### config.mk
export PLATFORM = sky130hd
export DESIGN_NAME = an_arbiter
export DESIGN_NICKNAME = d
export VERILOG_FILES = /design/src/rtl/an_pkg.sv /design/src/rtl/an_match_qual.sv /design/src/rtl/an_mode_resolve.sv /design/src/rtl/an_par_detect.sv /design/src/rtl/an_arbiter.sv
export SDC_FILE = /design/constraint.sdc
export NUM_CORES = 1
export LEC_CHECK = 0
export BUFFER_PORTS_ARGS = -buffer_cell sky130_fd_sc_hd__buf_4
export CORE_ASPECT_RATIO = 0.8
export CORE_MARGIN = 2
export CORE_UTILIZATION = 25
export DETAILED_ROUTE_END_ITERATION = 6
export PLACE_DENSITY = 0.48
export SLEW_MARGIN = 10
export SYNTH_ARGS = -nofsm -noshare
export SYNTH_HDL_FRONTEND = slang
export SYNTH_SLANG_ARGS = --single-unit
### constraint.sdc
create_clock -name clk -period 4.7 [get_ports clk]
set_input_delay 0.235 -clock clk [delete_from_list [all_inputs] [get_ports clk]]
set_output_delay 0.235 -clock clk [all_outputs]
set_load 0.1 [all_outputs]
### src/rtl/an_pkg.sv
package an_pkg;
  localparam int CW_W       = 16;
  localparam int ACK_POS    = 14;
  localparam int AB_LO      = 5;   // 10 half
  localparam int AB_N       = 4;   // bits 5..8
  localparam int MATCH_RUN  = 3;

  typedef enum logic [1:0] {
    ST_PARK  = 2'd0,
    ST_HUNT1 = 2'd1,
    ST_HUNT2 = 2'd2,
    ST_DONE  = 2'd3
  } an_state_e;

  typedef struct packed {
    logic spd100;
    logic fdx;
    logic none;
  } an_mode_t;
endpackage

### src/rtl/an_match_qual.sv
module an_match_qual #(
  parameter int W         = 16,
  parameter int ACK       = 14,
  parameter int MATCH_CNT = 3
) (
  input  logic         clk,
  input  logic         rst_n,
  input  logic         clr,
  input  logic         fire,
  input  logic [W-1:0] word,
  output logic         accept
);
  localparam int CNT_W = $clog2(MATCH_CNT + 1);
  localparam logic [W-1:0] CMP_MASK = ~(W'(1) << ACK);

  logic [W-1:0]     last_q;
  logic [CNT_W-1:0] cnt_q;
  logic [CNT_W-1:0] cnt_next;
  logic             same;

  always_comb begin
    same     = (cnt_q != '0) && ((word & CMP_MASK) == (last_q & CMP_MASK));
    cnt_next = same ? cnt_q + 1'b1 : CNT_W'(1);
    accept   = fire && (cnt_next == CNT_W'(MATCH_CNT));
  end

  always_ff @(posedge clk or negedge rst_n) begin
    if (!rst_n) begin
      last_q <= '0;
      cnt_q  <= '0;
    end else if (clr) begin
      cnt_q  <= '0;
    end else if (fire) begin
      last_q <= word;
      cnt_q  <= accept ? '0 : cnt_next;
    end
  end
endmodule

### src/rtl/an_mode_resolve.sv
module an_mode_resolve
  import an_pkg::*;
#(
  parameter int N = 4
) (
  input  logic [N-1:0] local_ab,
  input  logic [N-1:0] partner_ab,
  output an_mode_t     mode
);
  logic [N-1:0] common;
  logic         found;

  always_comb begin
    common = local_ab & partner_ab;
    mode   = '{spd100: 1'b0, fdx: 1'b0, none: 1'b1};
    found  = 1'b0;
    // index N-1 is 100 full, down to index 0 for 10 half
    for (int i = N - 1; i >= 0; i--) begin
      if (!found && common[i]) begin
        found       = 1'b1;
        mode.none   = 1'b0;
        mode.spd100 = (i >= N / 2);
        mode.fdx    = (i % 2) == 1;
      end
    end
  end
endmodule

### src/rtl/an_par_detect.sv
module an_par_detect (
  input  logic nlp_det,
  input  logic idle100_det,
  output logic hit,
  output logic hit_100
);
  always_comb begin
    hit     = nlp_det || idle100_det;
    hit_100 = idle100_det;
  end
endmodule

### src/rtl/an_arbiter.sv
module an_arbiter
  import an_pkg::*;
#(
  parameter int W         = CW_W,
  parameter int ACK       = ACK_POS,
  parameter int MATCH_CNT = MATCH_RUN
) (
  input  logic         clk,
  input  logic         rst_n,
  input  logic         an_enable,
  input  logic         fiber_mode,
  input  logic         restart,
  input  logic         link_loss,
  input  logic         nlp_det,
  input  logic         idle100_det,
  input  logic [W-1:0] local_adv,
  input  logic         cw_valid,
  output logic         cw_ready,
  input  logic [W-1:0] cw_data,
  output logic         adv_valid,
  output logic [W-1:0] adv_word,
  output logic         an_done,
  output logic         speed100,
  output logic         full_duplex,
  output logic         no_common,
  output logic [W-1:0] partner_word
);
  localparam int AB_HI = AB_LO + AB_N - 1;

  an_state_e    state_q;
  an_mode_t     mode_q;
  an_mode_t     mode_res;
  logic [W-1:0] partner_q;
  logic         done_q;
  logic         active, rst_evt, hunting, fire, accept, pd_hit, pd_100;

  assign active  = an_enable && !fiber_mode;
  assign rst_evt = restart || link_loss;
  assign hunting = (state_q == ST_HUNT1) || (state_q == ST_HUNT2);
  assign fire    = cw_valid && hunting;

  an_match_qual #(.W(W), .ACK(ACK), .MATCH_CNT(MATCH_CNT)) u_qual (
    .clk    (clk),
    .rst_n  (rst_n),
    .clr    (rst_evt || !active),
    .fire   (fire),
    .word   (cw_data),
    .accept (accept)
  );

  an_mode_resolve #(.N(AB_N)) u_res (
    .local_ab   (local_adv[AB_HI:AB_LO]),
    .partner_ab (partner_q[AB_HI:AB_LO]),
    .mode       (mode_res)
  );

  an_par_detect u_pd (
    .nlp_det     (nlp_det),
    .idle100_det (idle100_det),
    .hit         (pd_hit),
    .hit_100     (pd_100)
  );

  always_ff @(posedge clk or negedge rst_n) begin
    if (!rst_n) begin
      state_q   <= ST_HUNT1;
      partner_q <= '0;
      mode_q    <= '0;
      done_q    <= 1'b0;
    end else if (!active) begin
      state_q   <= ST_PARK;
      partner_q <= '0;
      mode_q    <= '0;
      done_q    <= 1'b0;
    end else if (rst_evt) begin
      state_q   <= ST_HUNT1;
      partner_q <= '0;
      mode_q    <= '0;
      done_q    <= 1'b0;
    end else if (pd_hit && state_q != ST_PARK) begin
      state_q   <= ST_DONE;
      done_q    <= 1'b1;
      mode_q    <= '{spd100: pd_100, fdx: 1'b0, none: 1'b0};
    end else begin
      unique case (state_q)
        ST_PARK:  state_q <= ST_HUNT1;
        ST_HUNT1: if (accept) begin
          partner_q <= cw_data;
          state_q   <= ST_HUNT2;
        end
        ST_HUNT2: if (accept) begin
          state_q <= ST_DONE;
          done_q  <= 1'b1;
          mode_q  <= mode_res;
        end
        ST_DONE:  state_q <= ST_DONE;
        default:  state_q <= ST_PARK;
      endcase
    end
  end

  assign cw_ready     = hunting;
  assign adv_valid    = hunting;
  assign adv_word     = hunting ? local_adv : '0;
  assign an_done      = done_q;
  assign speed100     = mode_q.spd100;
  assign full_duplex  = mode_q.fdx;
  assign no_common    = mode_q.none;
  assign partner_word = partner_q;
endmodule

==> results.md <==
* Status: finished, final reports clean
* Slowest cell on the critical path: nor4_4
* RSZ-0062 raised after global routing: false
* Reg2Reg Depth at 5
* Area leader, netlist: dfrtp_1
* Die X at 106 um
* Dpl cell area at 2770 um^2
* DR vias at 1681
* Root Buffer: clkbuf_8
* Hold Crit Class: input pin to flop
* Syn avg cell area at 11.7 um^2
* Total gr overflow at 0
* Final period utilization at 60.0%
* Worst VDD drop at 0.125 mV
* RR Endpoint: partner_word[3]$_DFFE_PN0P_
* Final slew viol count at 0
* Routability Congestion at 0.786
* Reg2reg setup slack at 1.88 ns
* CTS H-tree lvls at 2
* Sequential fraction of the synthesis area at 46.8%
* CP max FO at 20
* Critical path buffers and inverters at 1
* CORE AREA at 8020 um^2
* Synth cell types at 46
* Pwr Total at 0.874 mW
* Cts hold-fix bufs at 1
* Slew Limit Headroom at 33.5%
* Worst setup SP type: flop
* Yosys warns at 0
* Final hold viol count at 0
* Total Routing Usage GR at 12.2%
* Worst-margin pin slew at 0.989 ns
* Post-CTS Setup Inserts at 0
* Synth-to-Final Area Change at 39.2%
* P per Cell Area at 301 nW/um^2
* Fin Hold WS at 0.167 ns
* Reg2reg start: state_q[0]$_DFFE_PN1P_
* Max-cap violation count at 0
* Mux cell area share after synthesis at 9.65%
* Ys flop type: dfrtp_1
* Layout cells sized above 1 at 36.9%
* Synth top area cells: dfrtp_1 46%, mux2_1 8.6%, a22o_1 7.1%, xor2_1 6.3%, and2_1 5.1%
* Antenna Cells at 0
* Worst Min Path Start: cw_data[14]
* Sink Count at 39
* Via density at 4.57
* Syn_nets at 225
* Final min period at 2.82 ns
* Fmax at 355 MHz
* # rows at 29
* Critical setup path kind: flop to flop
* Reg clk slew, reported paths at 0.08 ns
* Hold depth at 2
* Largest net degree at the start of global routing at 40
* HPWL after DPL at 3890 um
* Largest family of logic cells by synthesized area: simple AND/OR/NAND/NOR gates
* Inst Count DP at 359
* Crit end category: flop
* Antenna viol nets, final at 0
* First-pass GRT wire length at 8620 um
* Data required, critical path at 4.93 ns
* Drt wl/cell at 14.6 um
* Critical path's top delay family: simple AND/OR/NAND/NOR gates
* Iteration-0 DRC Markers at 69
* Initial core utilization at 26.0%
* Cells after Synth at 179
* Vias in the first global route at 1689
* Max Root-Sink Buffers at 2
* Resize count post-CTS at 0
* Syn Std Cell Area at 2090 um^2
* Leakage at 1.43 nW
* Post-synth EDFFs at 0
* Initial antenna violation count at 0
* Clk_skew at 0.00682 ns
* Post-Route WL at 5370 um
* Non-Filler Instances at 368
* Synth Area in XOR/XNOR at 6.29%
* Io pins at 79
* DRC Markers at 0
* FF+latch count, synth at 39
* Die area at 9100 um^2
* Simple-Gate Fraction of Synth Area at 18.3%
* Setup TNS at 0 ns
* FFs w/ async S/R, synth at 100%
* Worst-Skew Late Latency at 0.29 ns
* Share of the synthesized area in the top cell type at 45.5%
* Hold path endpoint: partner_word[14]$_DFFE_PN0P_
* Chain of cells forming the critical path: inv_1 > ha_1 > nand4_1 > nor4_4 > a22o_1
* Final setup fails at 0
* CTS tree: done
* Slowest Stage Delay on Critical Path at 0.84 ns
* I/O Buffers at 78
* CTS Buf Count at 5
* Compound-gate portion of the synthesized area at 12.8%
* Critical Path AT at 3.05 ns
* DR pass1 iterations at 4
* Nets at 305
* Final Cell Area at 2910 um^2
* Chip Height at 85.7 um
* Adder-Cell Fraction of Synth Area at 3.00%
## cells in the mapped netlist (2+ instances only)
master / number
nor3b_1: 2
buf_6: 2
a31oi_1: 2
dfrtp_1: 38
buf_2: 2
inv_1: 6
nand3_1: 5
a21oi_1: 2
nor3_1: 3
a211oi_1: 2
ha_1: 5
mux2_1: 16
a22o_1: 17
nand2_1: 9
nor2_1: 4
xor2_1: 15
and2_1: 17
nor4_2: 4
## cells in the final DEF (no fill, tap or decap), types with 2 or more instances in the layout
master,netlist,final
buf_4,1,78
dfrtp_1,38,38
and2_1,17,17
a22o_1,17,17
mux2_1,16,16
xor2_1,15,15
nand2_1,9,9
inv_1,6,6
nand3_1,5,5
ha_1,5,5
clkbuf_8,0,5
nor4_2,4,4
nor2_1,4,4
nor3_1,3,3
nor3b_1,2,2
a211oi_1,2,2
a21oi_1,2,2
a31oi_1,2,2
bufinv_16,0,2
## state kept, by name, summed over array words and instances (netlist names)
| register | cells |
|---|---|
| partner_word | 16 |
| u_qual.last_q | 15 |
| state_q | 2 |
| u_qual.cnt_q | 2 |
| an_done | 1 |
| full_duplex | 1 |
| no_common | 1 |
| speed100 | 1 |
## per-layer routing
layer,vias up,global-route usage (%),wire (um)
met5,-,0,0
met4,0,4.19,63
met3,6,4.03,427
met2,66,18.2,2360
met1,792,16.7,2520
li1,817,-,-
## cell type report
type                    instances  area (um^2)
well taps                     108          135
inverters                       6         22.5
flip-flops and latches         39          977
repair buffers                 79          596
multi-input cells             128         1040
clock buffers                   6         72.6
clock inverters                 2         60.1
fillers                       821         5110
## kinds of logic after synthesis
family,Yosys count
compound gates,33
xor+xnor,15
fa+ha+maj,5
buf+inv,12
flops,39
mux,18
simple gates,57
## worst max path at each step
| stage | startpoint | to | slack, ns | cells after the start |
|---|---|---|---|---|
| after floorplan | state_q[0]$_DFFE_PN1P_ | no_common$_DFFE_PN0P_ | 1.79 | 6 |
| after global placement | state_q[0]$_DFFE_PN1P_ | partner_word[3]$_DFFE_PN0P_ | 1.88 | 5 |
| after detailed placement | state_q[0]$_DFFE_PN1P_ | partner_word[9]$_DFFE_PN0P_ | 1.84 | 5 |
| after CTS | state_q[0]$_DFFE_PN1P_ | partner_word[3]$_DFFE_PN0P_ | 1.82 | 5 |
| after global routing | state_q[0]$_DFFE_PN1P_ | partner_word[5]$_DFFE_PN0P_ | 1.58 | 5 |
| final | state_q[0]$_DFFE_PN1P_ | partner_word[3]$_DFFE_PN0P_ | 1.88 | 5 |
## per-stage QoR
stage,utilization (%),setup slack [ns]
finish,36.3,1.88
global route,36.3,1.58
CTS,36.3,1.82
detailed placement,34.5,1.84
global placement,34.5,1.88
floorplan,-,1.79
## power by group
part           switching [mW]  internal, mW  leakage (nW)
Combinational           0.110        0.0608         0.829
Sequential             0.0121         0.355         0.531
Clock                   0.124         0.212        0.0654
(Power assumes the default switching activity.)
